[config.mk]
export PLATFORM = sky130hd
export DESIGN_NAME = mem_trace_port
export DESIGN_NICKNAME = d
export VERILOG_FILES = /design/src/rtl/mtp_pkg.sv /design/src/rtl/mtp_filter.sv /design/src/rtl/mtp_fifo.sv /design/src/rtl/mtp_serializer.sv /design/src/rtl/mem_trace_port.sv
export SDC_FILE = /design/constraint.sdc
export NUM_CORES = 1
export LEC_CHECK = 0
export BUFFER_PORTS_ARGS = -buffer_cell sky130_fd_sc_hd__buf_2
export CORE_MARGIN = 5
export CORE_UTILIZATION = 62
export DETAILED_ROUTE_END_ITERATION = 8
export PLACE_DENSITY = 0.95
export SLEW_MARGIN = 15
export SYNTH_ARGS = -nofsm -noshare
export SYNTH_HDL_FRONTEND = slang
export SYNTH_HIERARCHICAL = 1
export SYNTH_SLANG_ARGS = --single-unit
[constraint.sdc]
create_clock -name clk_i -period 3.9 [get_ports clk_i]
set_input_delay 0 -clock clk_i [delete_from_list [all_inputs] [get_ports clk_i]]
set_output_delay 0 -clock clk_i [all_outputs]
set_load 0.01 [all_outputs]
[src/rtl/mtp_pkg.sv]
package mtp_pkg;
  typedef enum logic {MODE_TRACE = 1'b0, MODE_DIRECT = 1'b1} mtp_mode_e;
  typedef enum logic {MST_CPU = 1'b0, MST_DMA = 1'b1} mtp_mst_e;
  // header bits ahead of the window index: write flag, master
  localparam int HDR_FIXED = 2;
endpackage

[src/rtl/mtp_filter.sv]
module mtp_filter
  import mtp_pkg::*;
#(
  parameter int AW   = 16,
  parameter int DW   = 16,
  parameter int NREG = 2,
  localparam int RIW = (NREG > 1) ? $clog2(NREG) : 1,
  localparam int EW  = 1 + HDR_FIXED + RIW + AW + DW
) (
  input  logic             clk_i,
  input  logic             rst_ni,
  input  logic             mode_i,
  input  logic             cpu_en_i,
  input  logic             dma_en_i,
  input  logic [NREG*AW-1:0] reg_lo_i,
  input  logic [NREG*AW-1:0] reg_hi_i,
  input  logic [NREG-1:0]  reg_rd_en_i,
  input  logic [NREG-1:0]  reg_wr_en_i,
  input  logic             bus_valid_i,
  input  logic             bus_we_i,
  input  logic             bus_mst_i,
  input  logic [AW-1:0]    bus_addr_i,
  input  logic [DW-1:0]    bus_wdata_i,
  input  logic [DW-1:0]    bus_rdata_i,
  input  logic             dir_wr_i,
  input  logic [DW-1:0]    dir_data_i,
  output logic             push_o,
  output logic             collide_o,
  output logic [EW-1:0]    entry_o
);
  logic [NREG-1:0] hit;
  logic [RIW-1:0]  ridx;
  logic            mst_ok, trace_hit, rd_hit;

  for (genvar g = 0; g < NREG; g++) begin : g_win
    logic [AW-1:0] lo, hi;
    assign lo = reg_lo_i[g*AW +: AW];
    assign hi = reg_hi_i[g*AW +: AW];
    assign hit[g] = (bus_addr_i >= lo) && (bus_addr_i <= hi) &&
                    (bus_we_i ? reg_wr_en_i[g] : reg_rd_en_i[g]);
  end

  // lowest window index wins
  always_comb begin
    ridx = '0;
    for (int i = NREG - 1; i >= 0; i--)
      if (hit[i]) ridx = i[RIW-1:0];
  end

  assign mst_ok    = (bus_mst_i == MST_DMA) ? dma_en_i : cpu_en_i;
  assign trace_hit = bus_valid_i && mst_ok && (|hit);
  assign rd_hit    = trace_hit && !bus_we_i;

  always_comb begin
    push_o    = 1'b0;
    collide_o = 1'b0;
    entry_o   = {1'b0, bus_we_i, bus_mst_i, ridx, bus_addr_i,
                 bus_we_i ? bus_wdata_i : bus_rdata_i};
    if (mode_i == MODE_TRACE) begin
      push_o = trace_hit;
    end else if (dir_wr_i) begin
      push_o    = 1'b1;
      collide_o = rd_hit;
      entry_o   = {1'b1, 1'b1, 1'b0, {RIW{1'b0}}, {AW{1'b0}}, dir_data_i};
    end else if (rd_hit) begin
      push_o  = 1'b1;
      entry_o = {1'b1, 1'b0, bus_mst_i, ridx, bus_addr_i, bus_rdata_i};
    end
  end

  // strobe without a bus access never captures in trace mode
  assert_dir_ignored_R9: assert property (@(posedge clk_i) disable iff (!rst_ni)
    (mode_i == MODE_TRACE && !bus_valid_i) |-> !push_o);
  // a disabled master never produces a capture in trace mode
  assert_master_gate_R4: assert property (@(posedge clk_i) disable iff (!rst_ni)
    (mode_i == MODE_TRACE && bus_mst_i && !dma_en_i) |-> !push_o);
endmodule

[src/rtl/mtp_fifo.sv]
module mtp_fifo #(
  parameter int W     = 8,
  parameter int DEPTH = 4,
  localparam int PTW  = (DEPTH > 1) ? $clog2(DEPTH) : 1,
  localparam int CW   = $clog2(DEPTH + 1)
) (
  input  logic         clk_i,
  input  logic         rst_ni,
  input  logic         wr_i,
  input  logic [W-1:0] wdata_i,
  input  logic         rd_i,
  output logic [W-1:0] rdata_o,
  output logic         empty_o,
  output logic         full_o
);
  logic [W-1:0]   mem [DEPTH];
  logic [PTW-1:0] wp_q, rp_q;
  logic [CW-1:0]  cnt_q;

  assign empty_o = (cnt_q == '0);
  assign full_o  = (cnt_q == CW'(DEPTH));
  assign rdata_o = mem[rp_q];

  always_ff @(posedge clk_i) begin
    if (wr_i) mem[wp_q] <= wdata_i;
  end

  always_ff @(posedge clk_i or negedge rst_ni) begin
    if (!rst_ni) begin
      wp_q  <= '0;
      rp_q  <= '0;
      cnt_q <= '0;
    end else begin
      if (wr_i) wp_q <= (wp_q == PTW'(DEPTH - 1)) ? '0 : wp_q + 1'b1;
      if (rd_i) rp_q <= (rp_q == PTW'(DEPTH - 1)) ? '0 : rp_q + 1'b1;
      if (wr_i && !rd_i)      cnt_q <= cnt_q + 1'b1;
      else if (rd_i && !wr_i) cnt_q <= cnt_q - 1'b1;
    end
  end

  assert_no_overflow_R6: assert property (@(posedge clk_i) disable iff (!rst_ni)
    wr_i |-> (cnt_q < CW'(DEPTH)));
  assert_no_underflow_R5: assert property (@(posedge clk_i) disable iff (!rst_ni)
    rd_i |-> (cnt_q != '0));
endmodule

[src/rtl/mtp_serializer.sv]
module mtp_serializer
  import mtp_pkg::*;
#(
  parameter int AW    = 16,
  parameter int DW    = 16,
  parameter int OW    = 4,
  parameter int RIW   = 1,
  parameter int PRE_W = 4,
  localparam int EW     = 1 + HDR_FIXED + RIW + AW + DW,
  localparam int PW     = OW + AW + DW,
  localparam int TBEATS = 1 + AW / OW + DW / OW,
  localparam int DBEATS = DW / OW,
  localparam int BW     = $clog2(TBEATS + 1)
) (
  input  logic             clk_i,
  input  logic             rst_ni,
  input  logic [EW-1:0]    entry_i,
  input  logic             avail_i,
  input  logic             free_run_i,
  input  logic [PRE_W-1:0] prescale_i,
  output logic             pop_o,
  output logic             tclk_o,
  output logic             tsync_o,
  output logic [OW-1:0]    tdata_o
);
  logic             kind, we, mst;
  logic [RIW-1:0]   ridx;
  logic [AW-1:0]    addr;
  logic [DW-1:0]    data;
  logic [OW-1:0]    hdr;
  logic [PW-1:0]    pkt, sh_q;
  logic [BW-1:0]    beats_q;
  logic [PRE_W-1:0] cnt_q;
  logic             tclk_q, busy_q, tsync_q;
  logic             running, tick, fall, load;

  assign kind = entry_i[EW-1];
  assign we   = entry_i[EW-2];
  assign mst  = entry_i[EW-3];
  assign ridx = entry_i[EW-4 -: RIW];
  assign addr = entry_i[DW +: AW];
  assign data = entry_i[DW-1:0];

  always_comb begin
    hdr = '0;
    hdr[OW-1] = we;
    hdr[OW-2] = mst;
    hdr[OW-3 -: RIW] = ridx;
  end

  assign pkt = kind ? {data, {(PW-DW){1'b0}}} : {hdr, addr, data};

  assign running = free_run_i || busy_q || tclk_q;
  assign tick    = running && (cnt_q >= prescale_i);
  assign fall    = tick && tclk_q;
  // start only at a falling edge, or at once while the stopped clock is low
  assign load    = !busy_q && avail_i && (fall || (!free_run_i && !tclk_q));
  assign pop_o   = load;

  always_ff @(posedge clk_i or negedge rst_ni) begin
    if (!rst_ni) begin
      cnt_q  <= '0;
      tclk_q <= 1'b0;
    end else begin
      if (!running || load || tick) cnt_q <= '0;
      else                          cnt_q <= cnt_q + 1'b1;
      if (tick) tclk_q <= ~tclk_q;
    end
  end

  always_ff @(posedge clk_i or negedge rst_ni) begin
    if (!rst_ni) begin
      busy_q  <= 1'b0;
      tsync_q <= 1'b0;
      sh_q    <= '0;
      beats_q <= '0;
    end else if (load) begin
      busy_q  <= 1'b1;
      tsync_q <= 1'b1;
      sh_q    <= pkt;
      beats_q <= kind ? BW'(DBEATS) : BW'(TBEATS);
    end else if (busy_q && fall) begin
      if (beats_q == BW'(1)) begin
        busy_q  <= 1'b0;
        tsync_q <= 1'b0;
        sh_q    <= '0;
        beats_q <= '0;
      end else begin
        sh_q    <= sh_q << OW;
        beats_q <= beats_q - 1'b1;
      end
    end
  end

  assign tclk_o  = tclk_q;
  assign tsync_o = tsync_q;
  assign tdata_o = sh_q[PW-1 -: OW];

  assert_edge_align_R12: assert property (@(posedge clk_i) disable iff (!rst_ni)
    (!$stable(tsync_o) || !$stable(tdata_o)) |-> !tclk_o);
  assert_stop_idle_R11: assert property (@(posedge clk_i) disable iff (!rst_ni)
    (!free_run_i && !busy_q && !tclk_q) |=> !tclk_o);
  assert_sync_framing_R2: assert property (@(posedge clk_i) disable iff (!rst_ni)
    $fell(tsync_o) |-> $fell(tclk_o));
endmodule

[src/rtl/mem_trace_port.sv]
module mem_trace_port
  import mtp_pkg::*;
#(
  parameter int AW    = 16,
  parameter int DW    = 16,
  parameter int OW    = 4,
  parameter int NREG  = 2,
  parameter int DEPTH = 4,
  parameter int PRE_W = 4
) (
  input  logic               clk_i,
  input  logic               rst_ni,
  input  logic               mode_i,
  input  logic               cpu_en_i,
  input  logic               dma_en_i,
  input  logic               free_run_i,
  input  logic [PRE_W-1:0]   prescale_i,
  input  logic [NREG*AW-1:0] reg_lo_i,
  input  logic [NREG*AW-1:0] reg_hi_i,
  input  logic [NREG-1:0]    reg_rd_en_i,
  input  logic [NREG-1:0]    reg_wr_en_i,
  input  logic               bus_valid_i,
  input  logic               bus_we_i,
  input  logic               bus_mst_i,
  input  logic [AW-1:0]      bus_addr_i,
  input  logic [DW-1:0]      bus_wdata_i,
  input  logic [DW-1:0]      bus_rdata_i,
  input  logic               dir_wr_i,
  input  logic [DW-1:0]      dir_data_i,
  input  logic               ovf_clr_i,
  output logic               ovf_o,
  output logic               tclk_o,
  output logic               tsync_o,
  output logic [OW-1:0]      tdata_o
);
  localparam int RIW = (NREG > 1) ? $clog2(NREG) : 1;
  localparam int EW  = 1 + HDR_FIXED + RIW + AW + DW;

  logic          push, collide, full, empty, pop, drop, ovf_q;
  logic [EW-1:0] cap_entry, head_entry;

  mtp_filter #(.AW(AW), .DW(DW), .NREG(NREG)) u_filter (
    .clk_i, .rst_ni, .mode_i, .cpu_en_i, .dma_en_i,
    .reg_lo_i, .reg_hi_i, .reg_rd_en_i, .reg_wr_en_i,
    .bus_valid_i, .bus_we_i, .bus_mst_i, .bus_addr_i, .bus_wdata_i, .bus_rdata_i,
    .dir_wr_i, .dir_data_i,
    .push_o(push), .collide_o(collide), .entry_o(cap_entry)
  );

  assign drop = push && full;

  mtp_fifo #(.W(EW), .DEPTH(DEPTH)) u_fifo (
    .clk_i, .rst_ni,
    .wr_i(push && !full), .wdata_i(cap_entry),
    .rd_i(pop), .rdata_o(head_entry),
    .empty_o(empty), .full_o(full)
  );

  mtp_serializer #(.AW(AW), .DW(DW), .OW(OW), .RIW(RIW), .PRE_W(PRE_W)) u_ser (
    .clk_i, .rst_ni,
    .entry_i(head_entry), .avail_i(!empty),
    .free_run_i, .prescale_i,
    .pop_o(pop), .tclk_o, .tsync_o, .tdata_o
  );

  // set beats clear in the same cycle
  always_ff @(posedge clk_i or negedge rst_ni) begin
    if (!rst_ni)               ovf_q <= 1'b0;
    else if (drop || collide)  ovf_q <= 1'b1;
    else if (ovf_clr_i)        ovf_q <= 1'b0;
  end
  assign ovf_o = ovf_q;

  assert_ovf_sticky_R6: assert property (@(posedge clk_i) disable iff (!rst_ni)
    (ovf_o && !ovf_clr_i) |=> ovf_o);
  assert_drop_flags_R6: assert property (@(posedge clk_i) disable iff (!rst_ni)
    (push && full) |=> ovf_o);
  assert_collide_flags_R8: assert property (@(posedge clk_i) disable iff (!rst_ni)
    collide |=> ovf_o);
endmodule

Word-level counts from Yosys, hierarchy flattened
Memory sizes are Yosys's and may differ from the RTL's.
Index checks and enable logic that the tools add are counted.
{"block": "totals", "reg_bits": 54, "output_inout_bits": 7, "mem_bits_rw": 144, "word_cells": 99, "mem_count": 1}
{"block": "op_classes", "eq_ne": 4, "magnitude_cmp": 5, "bitwise": 1, "mux": 34, "n_addsub": 6, "reduce_logical": 39}
{"name": "u_fifo.mem", "depth": 4, "width": 36, "read_ports": 1, "rd_clocked_by_memory_dff": 0, "wr": 1, "line": "mtp_fifo.sv:16", "text": "logic [W-1:0] mem [DEPTH];"}
{"op": "$mux W36", "n": 7}
{"op": "$ge A16 B16 Y1", "n": 2}
{"op": "$le A16 B16 Y1", "n": 2}
{"op": "$mux W4", "n": 5}
{"op": "$logic_and A1 B1 Y1", "n": 17}
{"op": "$mux W1", "n": 17}
{"op": "$mux W16", "n": 1}
{"op": "$logic_not A1 Y1", "n": 9}
{"op": "$reduce_bool A2 Y1", "n": 4}
{"op": "$logic_or A1 B1 Y1", "n": 6}
{"op": "$mux W3", "n": 2}
{"op": "$add A2 B1 Y2 const B", "n": 2}
{"op": "$add A4 B1 Y4 const B", "n": 1}
{"op": "$eq A2 B2 Y1 const B", "n": 2}
{"op": "$eq A4 B1 Y1 const B", "n": 1}
{"op": "$ge A4 B4 Y1", "n": 1}
{"op": "$mux W2", "n": 2}
{"op": "$sub A4 B1 Y4 const B", "n": 1}
{"op": "$add A3 B1 Y3 const B", "n": 1}
{"op": "$eq A3 B3 Y1 const B", "n": 1}
{"op": "$logic_not A3 Y1", "n": 1}
{"op": "$sub A3 B1 Y3 const B", "n": 1}
{"op": "$reduce_and A2 Y1", "n": 1}
{"op": "$reduce_or A2 Y1", "n": 1}
{"op": "$not A1 Y1", "n": 1}

Logic depth before layout (Yosys ltp)
{"block": "depth", "ltp_word": 14, "depth_mapped": 15}

Modules after synthesis
The synthesis kept the hierarchy.
{"module": "mtp_fifo", "area_each_um2": 5621.6, "cells_each": 225, "instances": 1, "seq_area_each_um2": 4499.3}
{"module": "mtp_serializer", "area_each_um2": 2560.0, "cells_each": 274, "instances": 1, "seq_area_each_um2": 1151.1}
{"module": "mtp_filter", "area_each_um2": 2188.3, "cells_each": 311, "instances": 1, "seq_area_each_um2": 0.0}
{"module": "mem_trace_port", "area_each_um2": 51.3, "cells_each": 6, "instances": 1, "seq_area_each_um2": 25.0}

Worst setup path before layout
Ideal clock, no wire load.
{"block": "synth_timing", "path_type": "input to register", "startpoint": "input port reg_hi_i[21]", "endpoint": "memory u_fifo/mem[0][0] in the netlist's numbering (enable)", "path_slack_ps": 795, "required_time_ps": 3503, "cell_stages": 10, "path_buffers": 0, "t_arrival_ps": 2709, "path_cell_list": "inv_1 > ha_1 > a21o_1 > a221o_1 > a211o_1 > a211oi_2 > a32oi_2 > o21ai_1 > and2b_2 > and2_1"}
{"block": "synth_via", "elab_chain_cells": 12}
{"item": "start, declared", "line": "mem_trace_port.sv:19", "text": "input logic [NREG*AW-1:0] reg_hi_i,"}
{"item": "$le A16 B16 Y1 (*)", "line": "mtp_filter.sv:39", "text": "assign hit[g] = (bus_addr_i >= lo) && (bus_addr_i <= hi) &&"}
{"item": "$logic_and A1 B1 Y1 (*) (2 in a row)", "line": "mtp_filter.sv:39"}
{"item": "$reduce_or A2 Y1 (*)", "line": "mtp_filter.sv:51", "text": "assign trace_hit = bus_valid_i && mst_ok && (|hit);"}
{"item": "$logic_and A1 B1 Y1 (*)", "line": "mtp_filter.sv:51"}
{"item": "$logic_and A1 B1 Y1", "line": "mtp_filter.sv:52", "text": "assign rd_hit = trace_hit && !bus_we_i;"}
{"item": "$mux W1", "line": "mtp_filter.sv:65", "text": "end else if (rd_hit) begin"}
{"item": "$mux W1", "line": "mtp_filter.sv:61", "text": "end else if (dir_wr_i) begin"}
{"item": "$mux W1 (*)", "line": "mtp_filter.sv:59", "text": "if (mode_i == MODE_TRACE) begin"}
{"item": "net push", "line": "mem_trace_port.sv:39", "text": "logic push, collide, full, empty, pop, drop, ovf_q;"}
{"item": "$logic_and A1 B1 Y1 (*)", "line": "mem_trace_port.sv:54", "text": ".wr_i(push && !full), .wdata_i(cap_entry),"}
{"item": "$mux W1 (*)", "line": "mtp_fifo.sv:25", "text": "if (wr_i) mem[wp_q] <= wdata_i;"}
{"item": "$mux W1 (implied by the code) (*)", "line": "mtp_fifo.sv:25"}
{"item": "end, declared", "line": "mtp_fifo.sv:16"}
Mark *: on every way through the listed nets, which the timed path passes. The rest lies on a longest branch.

Worst setup path in the final report
{"block": "layout_timing", "startpoint": "input port bus_addr_i[5]", "endpoint": "register u_fifo.cnt_q[2]"}
{"block": "layout_via", "elab_chain_cells": 13}
{"item": "start, declared", "line": "mem_trace_port.sv:25", "text": "input logic [AW-1:0] bus_addr_i,"}
{"item": "$ge A16 B16 Y1 or $le A16 B16 Y1 (tied branches)", "line": "mtp_filter.sv:39"}
{"item": "$logic_and A1 B1 Y1 (2 in a row)", "line": "mtp_filter.sv:39"}
{"item": "$reduce_or A2 Y1 (*)", "line": "mtp_filter.sv:51"}
{"item": "$logic_and A1 B1 Y1 (*)", "line": "mtp_filter.sv:51"}
{"item": "$logic_and A1 B1 Y1", "line": "mtp_filter.sv:52"}
{"item": "$mux W1", "line": "mtp_filter.sv:65"}
{"item": "$mux W1", "line": "mtp_filter.sv:61"}
{"item": "$mux W1 (*)", "line": "mtp_filter.sv:59"}
{"item": "net push", "line": "mem_trace_port.sv:39"}
{"item": "$logic_and A1 B1 Y1 (*)", "line": "mem_trace_port.sv:54"}
{"item": "$logic_not A1 Y1", "line": "mtp_fifo.sv:37", "text": "else if (rd_i && !wr_i) cnt_q <= cnt_q - 1'b1;"}
{"item": "$logic_and A1 B1 Y1", "line": "mtp_fifo.sv:37"}
{"item": "$reduce_bool A2 Y1 (no source line)"}
{"item": "end signal, assigned", "line": "mtp_fifo.sv:36", "text": "if (wr_i && !rd_i) cnt_q <= cnt_q + 1'b1;"}
{"item": "end signal, assigned", "line": "mtp_fifo.sv:37"}
{"item": "end, declared", "line": "mtp_fifo.sv:18", "text": "logic [CW-1:0] cnt_q;"}
Marked as above.
A chain may end at the register's enable or synchronous reset.

==> metrics.txt <==
CTS tree done; H-tree Lvls 4; RSZ-0062 raised after global routing false; status complete, no violations; Clock Sinks 198; Slew Limit Fails 0; Pleak 5.00 nW; Layout Utilization 72.4%; overall die width 140 um; via count 7,487; Syn. warnings 6; number of flops mapped to enable cells by yosys 144; share of power burned in registers 41.8%; Required @ worst endpoint 4.25 ns; grt ovf 0; DRT Wirelength 25.8 mm; Pint 4.63 mW; most frequent cells in the layout buf_2, edfxtp_1, inv_1; DRT Pass-1 Iters 5; most common cell after layout, fill and taps aside buf_2; Crit Path Category primary input to flip-flop; total power draw 7.05 mW; Max-Slew Margin vs Limit 29.1%; I/O pin cnt 154; Cell variety after synth 68; crit path capture type flip-flop; syn_area_per_cell 12.8 um2; IR Drop Worst-Case VDD 0.000454 V; fin cells 1,200; Die Y 140 um; sequential share of the synthesized area 54.5%; Total Routing Usage GR 26.9%; Mapped Cells 816; root buf cell clkbuf_16; P per Cell Area 589 nW/um2; top post-synthesis cells by area edfxtp_1, dfrtp_1, ha_1, mux4_2, a21oi_1; FF/Latch Area 5680 um2; Reg clk slew, reported paths 0.07 ns; Hold Path Class primary input to flip-flop; switch share 34.3%; Setup Buffers After CTS 0; initial DRC count 842; Inst Count DP 1,158; crit start category primary input; Slew @ Worst Pin 1.06 ns; total CTS buffers 17; Total Nets Final 1,192; IO buf count 153; die area 19,500 um2; first-pass GRT wire length 40.9 mm; Async S/R FF share, synth 27.3%; share of the synthesized area in the top cell type 41.5%; clock network power share 25.0%; FP Rows 47; fraction of layout cells with a size suffix above 1 26.7%; Starting Density 63.1%; Logic pwr share 33.2%; cell area after synthesis 10,400 um2; CP arrival 3.19 ns; CTS resizes 0; # diodes 0; max-cap viol count 0; Main synth FF type edfxtp_1; drt wl/cell 21.5 um; fin crit period 2.84 ns; Worst Skew 0.0111 ns; fmax 352 MHz; Fill cells 980; post-DR vias/cell 6.24; initial antenna violation count 0; sw power 2.41 mW; HPWL Detailed 16.9 mm; Max FO, Critical Path 9; Final ANT Viol Nets 0; Final Hold Fails 0; Final period util 72.8%; DR DRC count 0; register bit total from synthesis 198; Synth area leader edfxtp_1; Syn Nets 1,041; setup TNS 0 ns; P&R area growth vs syn 14.8%; number of global-route vias before repair 7,754; # hold bufs at CTS 10; routability cong. 0.851; Multi-input gate area 4160 um2; largest net degree at the start of global routing 59; endpoints failing setup 0; Clk Latency, worst-skew pair 0.44 ns; core area 16,500 um2; Bufs on Longest Clock Path 2
Yosys cell counts, types with 15 or more instances:
master / n
edfxtp_1: 144
inv_1: 80
ha_1: 77
a21oi_1: 64
dfrtp_1: 54
nand2_1: 46
nand3_1: 38
mux4_2: 36
a31oi_1: 29
nor2_1: 29
and2_1: 23
mux2i_1: 23
clkbuf_1: 16
o21ai_0: 15
routing by layer:
| layer | global-route usage (%) | share of wire, % | vias to the layer above |
|---|---|---|---|
| li1 | - | - | 3353 |
| met1 | 32.6 | 36 | 3543 |
| met2 | 45.2 | 50 | 488 |
| met3 | 6.76 | 9.1 | 103 |
| met4 | 13.3 | 4.8 | 0 |
| met5 | 0 | 0 | - |
flip-flops by register name, summed over array words and instances (netlist names):
signal,flops
u_ser/busy_q,1
ovf_o,1
u_ser/beats_q,4
u_ser/tclk_o,1
u_fifo/mem,144
u_fifo/wp_q,2
u_fifo/rp_q,2
u_ser/cnt_q,4
u_ser/sh_q,36
u_fifo/cnt_q,3
path summary, 6_finish.rpt:
check	from	end	slack, ns	cells past startpoint
max in group asynchronous	rst_ni	u_fifo/rp_q[0]	3.18	3
max reg2reg	u_ser/cnt_q[0]	u_fifo/cnt_q[2]	1.18	13
min reg2reg	u_ser/cnt_q[0]	u_ser/cnt_q[0]	0.50	1
max	bus_addr_i[5]	u_fifo/cnt_q[2]	1.06	15
min in group asynchronous	rst_ni	u_ser/busy_q	0.23	3
min	dir_data_i[2]	u_fifo/mem[1][2]	0.007	3
critical path: stages:
cell      delay [ns]
buf_2           0.13
ha_1            0.28
a21o_1          0.18
a221o_1         0.33
a211o_1         0.32
a211oi_2        0.30
a32oi_2         0.16
o21ai_1         0.20
and2b_2         0.23
ha_1            0.20
inv_1           0.06
fa_1            0.38
xor2_1          0.15
nor2_1          0.11
xor2_1          0.16
power by group through the flow:
stage | Sequential, mW | Clock, mW | Combinational [mW]
floorplan | 2.89 | 0 | 1.79
global placement | 2.94 | 0 | 2.18
detailed placement | 2.97 | 0 | 2.27
CTS | 2.94 | 1.77 | 2.32
global route | 2.98 | 1.87 | 2.57
finish | 2.95 | 1.76 | 2.34
layout make-up:
class / count / share of cell area [%]
sequential: 198 / 47.4
multi-input combinational: 495 / 34.8
timing repair buffer: 174 / 7.93
tap: 220 / 2.30
clock buffer: 17 / 3.56
inverter: 81 / 2.58
clock inverter: 15 / 1.40
cells by family (layout without fill, tap and decap cells):
logic type | after synthesis | count (layout) | synth area share (%)
AO/OA/AOI/OAI | 163 | 163 | 10.4
XOR/XNOR | 5 | 5 | 0.420
adder cells (fa/ha/maj) | 78 | 78 | 9.44
buffers and inverters | 123 | 287 | 5.59
flip-flops | 198 | 198 | 54.5
multiplexers | 63 | 63 | 10.4
AND/OR/NAND/NOR | 186 | 186 | 9.22
per-stage QoR:
step	worst slack (ns)	hold slack (ns)	instance area (um2)
3_5_place_dp	0.664	0.166	11300
4_1_cts	1.13	0.00118	12000
3_3_place_gp	0.792	0.168	11300
5_1_grt	0.880	0.0276	12000
6_report	1.06	0.00733	12000
2_1_floorplan	0.795	-0.296	10400
Note: power is estimated with default switching activity, not from simulation.
